--- src/rtl/dual_pack_sequencer.sv ---
module dual_pack_sequencer (
  input  logic clk,
  input  logic rst_n,
  input  logic new_cycle,
  input  logic pres_a,
  input  logic pres_b,
  input  logic dis_done_a,
  input  logic dis_done_b,
  input  logic fc_done_a,
  input  logic fc_done_b,
  input  logic to_done_a,
  input  logic to_done_b,
  input  logic topoff_en,
  output logic grant_fast_a,
  output logic grant_fast_b,
  output logic grant_top_a,
  output logic grant_top_b,
  output logic maint_a,
  output logic maint_b,
  output logic hold_a,
  output logic hold_b
);

  typedef enum logic [1:0] {PH_IDLE, PH_FAST, PH_TOP, PH_MAINT} phase_t;

  phase_t     ph_a, ph_b, ph_a_n, ph_b_n;
  logic       pres_a_q, pres_b_q;
  logic [3:0] gnt, gnt_n, pick;
  logic       keep;

  wire ins_a = pres_a & ~pres_a_q;
  wire ins_b = pres_b & ~pres_b_q;

  always_comb begin
    ph_a_n = ph_a;
    ph_b_n = ph_b;
    if (gnt[0] && fc_done_a) ph_a_n = topoff_en ? PH_TOP : PH_MAINT;
    if (gnt[1] && fc_done_b) ph_b_n = topoff_en ? PH_TOP : PH_MAINT;
    if (gnt[2] && to_done_a) ph_a_n = PH_MAINT;
    if (gnt[3] && to_done_b) ph_b_n = PH_MAINT;
    if (gnt[2] && ins_b)     ph_a_n = PH_MAINT;
    if (new_cycle) begin
      ph_a_n = PH_FAST;
      ph_b_n = PH_FAST;
    end
    if (ins_a)   ph_a_n = PH_FAST;
    if (ins_b)   ph_b_n = PH_FAST;
    if (!pres_a) ph_a_n = PH_IDLE;
    if (!pres_b) ph_b_n = PH_IDLE;
  end

  assign keep = !new_cycle &&
                ((gnt[0] && ph_a_n == PH_FAST) || (gnt[1] && ph_b_n == PH_FAST) ||
                 (gnt[2] && ph_a_n == PH_TOP)  || (gnt[3] && ph_b_n == PH_TOP));

  always_comb begin
    if (ph_b_n == PH_FAST && dis_done_b)      pick = 4'b0010;
    else if (ph_a_n == PH_FAST && dis_done_a) pick = 4'b0001;
    else if (ph_b_n == PH_TOP)                pick = 4'b1000;
    else if (ph_a_n == PH_TOP)                pick = 4'b0100;
    else                                      pick = 4'b0000;
  end

  assign gnt_n = keep ? gnt : pick;

  always_ff @(posedge clk or negedge rst_n) begin
    if (!rst_n) begin
      ph_a     <= PH_IDLE;
      ph_b     <= PH_IDLE;
      pres_a_q <= 1'b0;
      pres_b_q <= 1'b0;
      gnt      <= 4'b0000;
    end else begin
      ph_a     <= ph_a_n;
      ph_b     <= ph_b_n;
      pres_a_q <= pres_a;
      pres_b_q <= pres_b;
      gnt      <= gnt_n;
    end
  end

  assign grant_fast_a = gnt[0];
  assign grant_fast_b = gnt[1];
  assign grant_top_a  = gnt[2];
  assign grant_top_b  = gnt[3];
  assign maint_a      = ph_a == PH_MAINT;
  assign maint_b      = ph_b == PH_MAINT;
  assign hold_a       = (ph_a == PH_FAST || ph_a == PH_TOP) && !gnt[0] && !gnt[2];
  assign hold_b       = (ph_b == PH_FAST || ph_b == PH_TOP) && !gnt[1] && !gnt[3];

endmodule

--- config.mk ---
export PLATFORM = sky130hd
export DESIGN_NAME = dual_pack_sequencer
export DESIGN_NICKNAME = d
export VERILOG_FILES = /design/src/rtl/dual_pack_sequencer.sv
export SDC_FILE = /design/constraint.sdc
export NUM_CORES = 1
export LEC_CHECK = 0
export BUFFER_PORTS_ARGS = -buffer_cell sky130_fd_sc_hd__buf_4
export CAP_MARGIN = 20
export CORE_AREA = 2 2 39 41
export CTS_CLUSTER_DIAMETER = 60
export CTS_CLUSTER_SIZE = 16
export DETAILED_ROUTE_END_ITERATION = 12
export DIE_AREA = 0 0 41 43
export GPL_TIMING_DRIVEN = 0
export PLACE_DENSITY_LB_ADDON = 0.25
export SYNTH_ARGS = -nofsm -noshare
export SYNTH_HDL_FRONTEND = slang
export SYNTH_SLANG_ARGS = --single-unit
--- constraint.sdc ---
create_clock -name clk -period 2.9 [get_ports clk]
set_input_delay 0.145 -clock clk [delete_from_list [all_inputs] [get_ports clk]]
set_output_delay 0.145 -clock clk [all_outputs]
set_load 0.03 [all_outputs]
Word-level counts from Yosys, hierarchy flattened

Cells that the tools add are included.

Equal/unequal tests: 10
Mux-type cells: 16
Reductions and logical operators: 26
Bitwise logic cells: 4

Operators with widths:

| kind                                                                  | count |
|---|---|
| 2-bit two-way mux                                                     | 11 |
| 1-bit logical AND                                                     | 16 |
| 2-bit equality test, second input constant                            | 6 |
| 4-bit two-way mux                                                     | 3 |
| 2-bit by 1-bit equality test with 1-bit output, second input constant | 4 |
| 1-bit logical NOT                                                     | 5 |
| 1-bit logical OR                                                      | 5 |
| 3-bit two-way mux                                                     | 1 |
| 1-bit bitwise AND                                                     | 2 |
| 1-bit inverter                                                        | 2 |
| 1-bit two-way mux                                                     | 1 |

Word-level logic and storage cells: 61
Bits of input ports: 12
Bits in registers: 10
Output and inout bits: 8

Depth between registers and ports, before layout

Word-level depth: 13
Mapped depth: 6

Worst setup path after synthesis

OpenSTA, ideal clock, no wires.

Path type: flip-flop to flip-flop
Start point: register gnt[1]
End point: register gnt[3]
Clock period less this slack: 2001 ps
Required time: 2775 ps
Stages on the path, launching flop included: 7
Slack: 899 ps
Arrival: 1876 ps
Path through: dfrtp_1 > a221o_1 > and3_4 > and3b_4 > a22oi_4 > nand3b_2 > mux2_4

Longest elaborated chain between the ends: 12

RTL lines:

| element                                        | line   | text |
|---|---|---|
| start, declared                                | 28     | `logic [3:0] gnt, gnt_n, pick;` |
| start signal, assigned                         | 78     | `gnt <= gnt_n;` |
| 1-bit logical AND *                            | 38     | `if (gnt[1] && fc_done_b) ph_b_n = topoff_en ? PH_TOP : PH_MAINT;` |
| 2-bit two-way mux *                            | 38     |  |
| 2-bit two-way mux *                            | 40     | `if (gnt[3] && to_done_b) ph_b_n = PH_MAINT;` |
| 2-bit two-way mux *                            | 42     | `if (new_cycle) begin` |
| 2-bit two-way mux *                            | 47     | `if (ins_b) ph_b_n = PH_FAST;` |
| 2-bit two-way mux *                            | 49     | `if (!pres_b) ph_b_n = PH_IDLE;` |
| net ph_b_n[1]                                  | 26     | `phase_t ph_a, ph_b, ph_a_n, ph_b_n;` |
| 2-bit by 1-bit equality test with 1-bit output | 53, 57 |  |
| 1-bit logical AND                              | 53     | `((gnt[0] && ph_a_n == PH_FAST) \|\| (gnt[1] && ph_b_n == PH_FAST) \|\|` |
| 1-bit logical OR (2 in series)                 | 53     |  |
| 1-bit logical OR                               | 54     | `(gnt[2] && ph_a_n == PH_TOP) \|\| (gnt[3] && ph_b_n == PH_TOP));` |
| 1-bit logical AND                              | 52     | `assign keep = !new_cycle &&` |

Mark *: on every way through the listed nets, which the timed path passes. The rest lies on a longest branch.
A chain may end at the register's enable or synchronous reset.

Final worst setup path

Same ends and word-level chain as after synthesis.

==> metrics <==
FF-to-FF Start gnt[1]; CP cell instances a221o_1 -> and3_4 -> and3b_4 -> a22oi_4 -> nand3b_2 -> mux2_4; startpoint types flip-flop; final worst slack 0.9222 ns; dominant synthesized flop cell dfrtp_1; RSZ-0062 raised after global routing no; post-route setup TNS 0 ns; CP max-delay cell dfrtp_1; Die Y-Extent 43 um; CTS Hold Bufs 1; Worst setup EP type flip-flop; status completed; I/O Buffers 19; Via Count 549; sequential cell area 250.2 sq um; vias in the first global route 483; crit share post-route 0.6820; WL/cell 12.92 um; post-synthesis sequential area ratio 0.4016; I/O pin cnt 20; CTS tree yes; Flop pwr share 0.428; initial antenna violation count 0; top-area cell type share of the netlist area 0.4016; RR Endpoint gnt[3]; Site Rows 14; final WL 1331 um; synth cell count leaders 10 x dfrtp_1, 8 x nand2_1, 5 x a21oi_1; GRT Overall Usage 0.1695; leading cell type by number of instances after synthesis dfrtp_1; H-Tree Depth 1; Place WS 0.9356 ns; DRC 0; multi-input combinational cell area 361.6 sq um; fin crit period 1.978 ns; CP max stage delay 0.45 ns; Worst Path Max Fanout 7; largest net degree at the start of global routing 11; syn avg cell area 9.890 sq um; post-route cell area 832.0 sq um; Area growth, synth to finish 33.53%; Mapped Area 623.1 sq um; worst vdd ir 0.2051 mV; TritonRoute pass-1 iters 2; Final Max Tran Viols 0; Worst-Margin Slew 0.5516 ns; Setup violations, final 0; post_cts resized 0; R2R cell count 6; CTS max path bufs 2; total CTS buffers 3; Crit Path Category flip-flop to flip-flop; power per cell area 434.2 nW/um^2; starting density of the core 0.4503; arrival time at the worst endpoint 2.13 ns; nets 102; Skew-Pair Late Insertion Delay 0.27 ns; gp weighted congestion 0.7374; Synth cell types 29; first-pass GRT wire length 1980 um; post-CTS setup buffers 0; number of synthesized flops with an enable pin 0; LEAKAGE 0.4260 nW; Cells after Synth 63; Switching Fraction 0.2806; share of layout cells above drive strength 1 0.3333; Post-DP Area 785.8 sq um; # clock sinks 10; Max Cap Viol 0; Seq cells post-synth 10; Root Driver clkbuf_4; Synth area leaders dfrtp_1 40%, nand2_1 4.8%, a21oi_1 4.0%; clock transition at the registers of the reported paths 0.07 ns; Layout fillers 131; CORE AREA 1384 sq um; post-route ant nets 0; global route total overflow 0; Worst Skew 0.003527 ns; Mapped Nets 77; Ant. Diodes 0; FFs w/ async S/R, synth 1.000; die area 1763 sq um; Max Freq 0.5056 GHz; width of the die 41 um; Iteration-0 DRC Markers 10; worst hold slack 0.01102 ns; Clock Power Share 0.351; CP endpoint gnt[3]; Comb pwr share 0.221; worst reg2reg setup slack 0.92 ns; WP data required 3.06 ns; Int Pwr 0.0002599 W; Final Hold Vio Count 0; Synth Warn # 0; switching power 0.0001014 W; DP HPWL 1055 um; cell taking the most area after synthesis dfrtp_1; worst rel slew slack 0.6301; Crit. Startpoint gnt[1]; vias per cell 5.330; worst hold path type input pin to flip-flop; Util after Layout 0.6013
## through the flow
| stage | total power, W | std cells |
|---|---|---|
| 6_report | 0.0003613 | 103 |
| 5_1_grt | 0.0003757 | 103 |
| 4_1_cts | 0.0003647 | 103 |
| 3_5_place_dp | 0.0002369 | 98 |
| 3_3_place_gp | 0.0002353 | 98 |
| 2_1_floorplan | 0.0002015 | 63 |
## kinds of logic (layout without fill, tap and decap cells)
logic type | count (synthesis) | count (layout) | share of synthesized area
adder cells (fa/ha/maj) | 2 | 2 | 0.04015
AND/OR/NAND/NOR | 30 | 30 | 0.3032
flip-flops | 10 | 10 | 0.4016
AO/OA/AOI/OAI | 17 | 17 | 0.2129
multiplexers | 1 | 1 | 0.02409
buffers and inverters | 3 | 27 | 0.01807
## per-layer routing
metal | track usage | vias up | share of wire
met3 | 0.03141 | 2 | 0.054
met4 | 0.08000 | 0 | 0.0075
met1 | 0.2133 | 252 | 0.43
met5 | 0 | - | 0
met2 | 0.2656 | 14 | 0.51
li1 | - | 281 | -
## layout make-up
class                      count  area share
inverter                       3     0.01353
clock buffer                   4     0.04361
timing repair buffer          20      0.1835
tap                           16     0.02406
sequential                    10      0.3008
multi-input combinational     50      0.4346
## flip-flops by register name (all words and copies together), names as in the netlist
name and flops:
ph_a 2, pres_b_q 1, pres_a_q 1, gnt 4, ph_b 2
## cell usage in the layout (no fill, tap or decap), drive strengths merged
| cell type | count |
|---|---|
| ha | 2 |
| nand2b | 2 |
| clkbuf | 4 |
| and3b | 2 |
| mux2 | 1 |
| a211o | 1 |
| nand2 | 8 |
| a22oi | 1 |
| buf | 19 |
| nand3b | 2 |
| dfrtp | 10 |
| dlygate4sd3 | 1 |
| o21ai | 2 |
| a221o | 2 |
| inv | 3 |
| a211oi | 1 |
| nor2b | 4 |
| and2 | 1 |
| a31oi | 1 |
| o21a | 1 |
| and3 | 3 |
| a21oi | 5 |
| a22o | 1 |
| a21o | 1 |
| and4bb | 1 |
| a32o | 1 |
| nor3b | 3 |
| nand3 | 1 |
| nor2 | 3 |
## power groups by stage
stage	clock network (W)	logic [W]	registers [W]
finish	0.000127	0.0000800	0.000155
global route	0.000132	0.0000876	0.000156
CTS	0.000129	0.0000810	0.000155
detailed placement	0	0.0000793	0.000158
global placement	0	0.0000781	0.000157
floorplan	0	0.0000398	0.000162
## worst max-delay path: cells and delay by family (launching register included)
family           cells  cell delay (ns)
AND/OR/NAND/NOR      3             0.48
AO/OA/AOI/OAI        2             0.63
multiplexers         1             0.30
flip-flops           1             0.45
## how the worst min path moves through the flow
stage | from | end | slack, ns | cells past startpoint
floorplan | rst_n | gnt[0] | -0.15 | 0
global placement | rst_n | gnt[1] | -0.02 | 1
detailed placement | rst_n | gnt[1] | -0.02 | 1
CTS | pres_a | pres_a_q | 0.007 | 1
global route | pres_a | pres_a_q | 0.01 | 1
finish | pres_a | pres_a_q | 0.01 | 1
(Power assumes the default switching activity.)
